==> config.mk <==
export PLATFORM = sky130hd
export DESIGN_NAME = dispwin_gen
export DESIGN_NICKNAME = d
export VERILOG_FILES = /design/src/rtl/dispwin_gen.sv
export SDC_FILE = /design/constraint.sdc
export NUM_CORES = 1
export LEC_CHECK = 0
export BUFFER_PORTS_ARGS = -buffer_cell sky130_fd_sc_hd__buf_2
export CAP_MARGIN = 20
export CORE_ASPECT_RATIO = 2
export CORE_MARGIN = 2
export CORE_UTILIZATION = 28
export CTS_CLUSTER_DIAMETER = 60
export DETAILED_ROUTE_END_ITERATION = 8
export SLEW_MARGIN = 25
export SYNTH_ARGS = -nofsm -noshare
export SYNTH_HDL_FRONTEND = slang
export SYNTH_SLANG_ARGS = --single-unit
==> constraint.sdc <==
create_clock -name clk -period 3.1 [get_ports clk]
set_input_delay 0.31 -clock clk [delete_from_list [all_inputs] [get_ports clk]]
set_output_delay 0.31 -clock clk [all_outputs]
set_load 0.02 [all_outputs]
==> src/rtl/dispwin_gen.sv <==
module dispwin_gen #(
  parameter int PW = 9,
  parameter int CW = 8,
  parameter logic [CW-1:0] FETCH_MIN = 8'h18,
  parameter logic [CW-1:0] FETCH_MAX = 8'hD8,
  parameter int FETCH_GRP = 8
) (
  input  logic          clk,
  input  logic          rst_n,
  input  logic [PW-1:0] hpos,
  input  logic [PW-1:0] vpos,
  input  logic [CW-1:0] bus_cyc,
  input  logic          wr_en,
  input  logic [1:0]    wr_sel,
  input  logic [15:0]   wr_data,
  input  logic          lace_en,
  input  logic          frame_start,
  output logic          win_active,
  output logic          fetch_active,
  output logic          long_frame
);
  logic [15:0]   win_lo, win_hi;
  logic [CW-1:0] f_lo, f_hi;
  logic          v_row;

  always_ff @(posedge clk) begin
    if (!rst_n) begin
      win_lo <= 16'h2C81;
      win_hi <= 16'h2CC1;
      f_lo   <= 8'h38;
      f_hi   <= 8'hD0;
    end else if (wr_en) begin
      case (wr_sel)
        2'd0: win_lo <= wr_data;
        2'd1: win_hi <= wr_data;
        2'd2: f_lo   <= wr_data[CW-1:0];
        default: f_hi <= wr_data[CW-1:0];
      endcase
    end
  end

  wire [PW-1:0] v_first = {1'b0, win_lo[15:8]};
  wire [PW-1:0] h_first = {1'b0, win_lo[7:0]};
  wire [PW-1:0] v_last  = {~win_hi[15], win_hi[15:8]};
  wire [PW-1:0] h_last  = {1'b1, win_hi[7:0]};

  always_ff @(posedge clk) begin
    if (!rst_n) v_row <= 1'b0;
    else if (hpos == '0) v_row <= (vpos >= v_first) && (vpos < v_last);
  end

  wire h_in = (hpos >= h_first) && (hpos < h_last);
  assign win_active = v_row && h_in;

  wire [CW-1:0] f_lo_c = (f_lo < FETCH_MIN) ? FETCH_MIN : f_lo;
  wire [CW-1:0] f_hi_c = (f_hi > FETCH_MAX) ? FETCH_MAX : f_hi;
  wire [CW:0]   f_end  = {1'b0, f_hi_c} + CW'(FETCH_GRP);
  assign fetch_active = (bus_cyc >= f_lo_c) && ({1'b0, bus_cyc} < f_end);

  always_ff @(posedge clk) begin
    if (!rst_n)            long_frame <= 1'b1;
    else if (!lace_en)     long_frame <= 1'b1;
    else if (frame_start)  long_frame <= ~long_frame;
  end

  p_vrow_hold_r5: assert property (@(posedge clk) disable iff (!rst_n)
    (hpos != '0) |=> $stable(v_row));
  p_win_needs_row_r6: assert property (@(posedge clk) disable iff (!rst_n)
    win_active |-> v_row);
  p_fetch_floor_r8: assert property (@(posedge clk) disable iff (!rst_n)
    fetch_active |-> (bus_cyc >= FETCH_MIN));
  p_fetch_ceil_r9: assert property (@(posedge clk) disable iff (!rst_n)
    fetch_active |-> ({1'b0, bus_cyc} < ({1'b0, FETCH_MAX} + CW'(FETCH_GRP))));
  p_lof_toggle_r10: assert property (@(posedge clk) disable iff (!rst_n)
    (lace_en && frame_start) |=> (long_frame != $past(long_frame)));
  p_lof_hold_r10: assert property (@(posedge clk) disable iff (!rst_n)
    (lace_en && !frame_start) |=> $stable(long_frame));
  p_lof_set_r11: assert property (@(posedge clk) disable iff (!rst_n)
    !lace_en |=> long_frame);
endmodule

# Word-level counts from Yosys, hierarchy flattened

Cells that the tools add are included.

Bitwise operators: 3
Equal/unequal tests: 2
Add/sub/neg operators: 1
Reductions and logical operators: 12
Order comparisons: 8
Mux-type cells: 2

Operators by type and width:

| cell                                                                         | number |
|---|---|
| 9-bit by 8-bit >= comparator with 1-bit output                               | 2 |
| 9-bit less-than comparator                                                   | 2 |
| 8-bit 2-to-1 mux                                                             | 2 |
| 2-bit AND reduction                                                          | 5 |
| 8-bit by 4-bit adder with 9-bit output, second input constant                | 1 |
| 9-bit zero test                                                              | 1 |
| 8-bit by 9-bit less-than comparator with 1-bit output                        | 1 |
| 8-bit >= comparator                                                          | 1 |
| 8-bit > comparator, second input constant                                    | 1 |
| 8-bit by 5-bit less-than comparator with 1-bit output, second input constant | 1 |
| 1-bit logical AND                                                            | 4 |
| 1-bit NOT                                                                    | 3 |
| 3-bit OR reduction                                                           | 1 |
| 2-bit by 1-bit equality test with 1-bit output, second input constant        | 1 |
| 2-bit equality test, second input constant                                   | 1 |
| 2-bit zero test                                                              | 1 |

Flip-flop bits (word level): 50
Bits of input ports: 49
Output and inout bits: 3
Word-level logic and storage cells: 34

# Logic depth before layout (Yosys ltp)

Depth in word-level cells: 5
Depth in mapped cells: 10
Gate-level depth less buffers: 10

# Least setup slack after synthesis

OpenSTA, ideal clock, no wires.

Path kind: register to output
From: register f_hi[0]
To: output fetch_active
Path slack: 0.444 ns
Path buffers: 0
Cell stages (with the launch flop): 10
Required time: 2.790 ns
Arrival: 2.346 ns
Path through: dfxtp_1 o311a_1 o21bai_4 or2b_1 ha_1 inv_1 ha_1 nor2b_1 a2111oi_2 o211a_1

Longest elaborated chain between the ends: 5

RTL lines:

| what                                                      | RTL line | text |
|---|---|---|
| from (decl)                                               | 23       | `logic [CW-1:0] f_lo, f_hi;` |
| from (signal assigned)                                    | 37       | `default: f_hi <= wr_data[CW-1:0];` |
| 8-bit > comparator                                        | 56       | `wire [CW-1:0] f_hi_c = (f_hi > FETCH_MAX) ? FETCH_MAX : f_hi;` |
| 8-bit 2-to-1 mux (*)                                      | 56       |  |
| 8-bit by 4-bit adder with 9-bit output (*)                | 57       | `wire [CW:0] f_end = {1'b0, f_hi_c} + CW'(FETCH_GRP);` |
| 8-bit by 9-bit less-than comparator with 1-bit output (*) | 58       | `assign fetch_active = (bus_cyc >= f_lo_c) && ({1'b0, bus_cyc} < f_end);` |
| 1-bit logical AND (*)                                     | 58       |  |
| to (decl)                                                 | 19       | `output logic fetch_active,` |

Mark *: on every way between the ends. The rest lies on a longest branch, timed or not.

# Final worst setup path

Ends and elaborated chain as after synthesis.

==> qor.yml <==
status: "completed"
synth-seq-area-share: 0.3361
cts.sink_count: 50
synth_area_per_cell_um2: 7.878
cp-start-kind: "flop"
final-max-slew-violation-count: 0
wl_um: 7931
power_frac_clock: 0.367
synth_enable_flop_cells: 0
slew_headroom: 0.6005
drtIter0Drc: 102
io_pins: 52
grt_usage: 0.1413
min_path_type: "in2reg"
cp_top_family: "compound AO/OA/AOI/OAI gates"
synth_warnings: 0
clkSlewWorstSetupHoldPaths_ns: 0.06
arrival_ns: 2.72
cts_tree: "built"
synth_common_cells: "nand2_1, dfxtp_1, ha_1"
ys_types: 40
n_antenna_cell: 0
die_y_um: 149.8
synth_top_area_share: 0.3361
cp_slowest_stage_delay_ns: 0.37
wl_per_cell_um: 13.96
drv_cap: 0
syn-num-nets: 474
p_leak_nw: 1.604
htreeDepth: 2
cpMaxStageDelayCell: "o311a_1"
async_flop_share: 0
hpwl_um: 6350
areaGrowthSynthToFinish_pct: 21.26
route.detailed.drc: 0
p_switching_mw: 0.4104
synth.most_common_cell: "nand2_1"
antenna_found_initial: 0
grt_pass1_wl_um: 12610
clockBufferDepth: 2
path_buf_inv: 1
synth_ff_type: "dfxtp_1"
dr.pass1.iters: 4
fin_nets: 526
yosys-top-cells-area: "dfxtp_1, ha_1, nand2_1"
ys_ff_latch: 50
finalClockSkew_ns: 0.004631
setup.worst_path.class: "reg2out"
drtAntennaViolNets: 0
num_rows: 53
fp.dieW_um: 76.92
core_area_um2: 10410
finalCritPeriodShare: 0.9761
fin_util: 0.3468
fin_setup_tns_ns: 0
cts_root_buf: "clkbuf_16"
portBuffers: 51
p_comb_frac: 0.177
p_int_mw: 1.085
min_period_ns: 3.026
crit_required_ns: 2.79
fin_total_pwr_mw: 1.495
drive_above_1_share: 0.1879
overflow: 0
critical_path.cell_chain: "o311a_1, o21bai_4, or2b_1, ha_2, xor2_1, ha_1, a21o_1, a221oi_2, o211a_1, buf_6"
p_sw_frac: 0.2745
max_clock_freq_ghz: 0.3305
syn_inst: 378
path_max_fanout: 3
vias: 2664
clock_latency_ns: 0.29
syn_area_um2: 2978
grt_pass1_vias: 2710
cts_made_buffers: 5
synth_top_area_cell: "dfxtp_1"
cp-end-kind: "output pin"
powerDensity_nw_per_um2: 414.0
place_congestion: 0.7926
ir_worst_vdd_mv: 0.2198
initial_core_util: 0.2860
worst_slew_pin_slew_ns: 0.5841
grt_max_degree: 32
hold_viol: 0
viasPerCell: 4.690
setup-violations-final: 0
seq_power_share: 0.456
die_area_um2: 11530
[stage by stage]
| stage | hold WS, ns | setup slack (ns) | instances | area [um2] |
|---|---|---|---|---|
| finish | 0.1939 | 0.07424 | 568 | 3611 |
| global route | 0.2129 | -0.03841 | 568 | 3611 |
| CTS | 0.1920 | 0.01540 | 568 | 3588 |
| detailed placement | 0.4504 | 0.2544 | 556 | 3383 |
| global placement | 0.4433 | 0.3193 | 556 | 3383 |
| floorplan | 0.3818 | 0.4439 | 378 | 2978 |
[area by class of cell]
class | count | area, um2
fillers | 1130 | 6800
multi-input cells | 278 | 1836
flip-flops and latches | 50 | 1005
repair buffers | 58 | 314.1
well taps | 137 | 171.4
inverters | 37 | 138.9
clock buffers | 5 | 125.1
clock inverters | 3 | 21.27
[layout by cell type (no fill, tap or decap), drive strengths merged, types with 2 or more instances in the layout]
master   count
o2111ai      2
o21a         2
clkbuf       5
nor2        10
o21ai        7
nand2b       4
a21o         5
nand3       15
nor2b        2
a21oi       38
nor4         2
nor3         4
nand2       98
nor3b        2
buf         58
clkinv       2
a2111oi      7
or2          2
inv         37
o211ai      11
or2b         2
ha          47
dfxtp       50
[power groups by stage]
stage                     Clock (mW)  Combinational (mW)  Sequential [mW]
after floorplan                    0               0.151            0.693
after global placement             0               0.242            0.696
after detailed placement           0               0.248            0.697
after CTS                      0.564               0.262            0.682
after global routing           0.588               0.303            0.686
final                          0.549               0.264            0.682
[kinds of logic after synthesis]
group | share of synthesized area
simple gates | 0.2113
compound gates | 0.1828
buf+inv | 0.06303
flops | 0.3361
fa+ha+maj | 0.1975
xor+xnor | 0.005883
mux | 0.003361
[worst register-to-register path, delay by kind of cell, from the launching register on]
family,cells,cell delay (ns)
flip-flops,1,0.33
AO/OA/AOI/OAI,4,1.27
adder cells (fa/ha/maj),1,0.29
[worst paths after layout]
check,depth (start not counted),start,slack [ns],end
max,10,f_hi[0],0.07,fetch_active
min,2,lace_en,0.19,long_frame
max reg2reg,5,win_hi[15],1.15,v_row
min reg2reg,2,f_lo[0],0.45,f_lo[0]
[flip-flops by register name, indices dropped and copies added, names as in the netlist]
register    count
v_row           1
long_frame      1
f_lo            8
f_hi            8
win_lo         16
win_hi         16
[layer usage]
metal	global-route usage	up-vias	share of wire
met3	0.01930	14	0.026
met1	0.1293	1212	0.36
met4	0.07273	0	0.035
li1	-	1397	-
met2	0.2908	41	0.58
met5	0	-	0
[repair_timing]
item	in CTS	in global routing
endpoints found under the setup margin	1	1
pin swaps	6	8
gates resized for setup	7	4
setup buffers	4	0
hold buffers	0	0
Note: power is estimated with default switching activity, not from simulation.
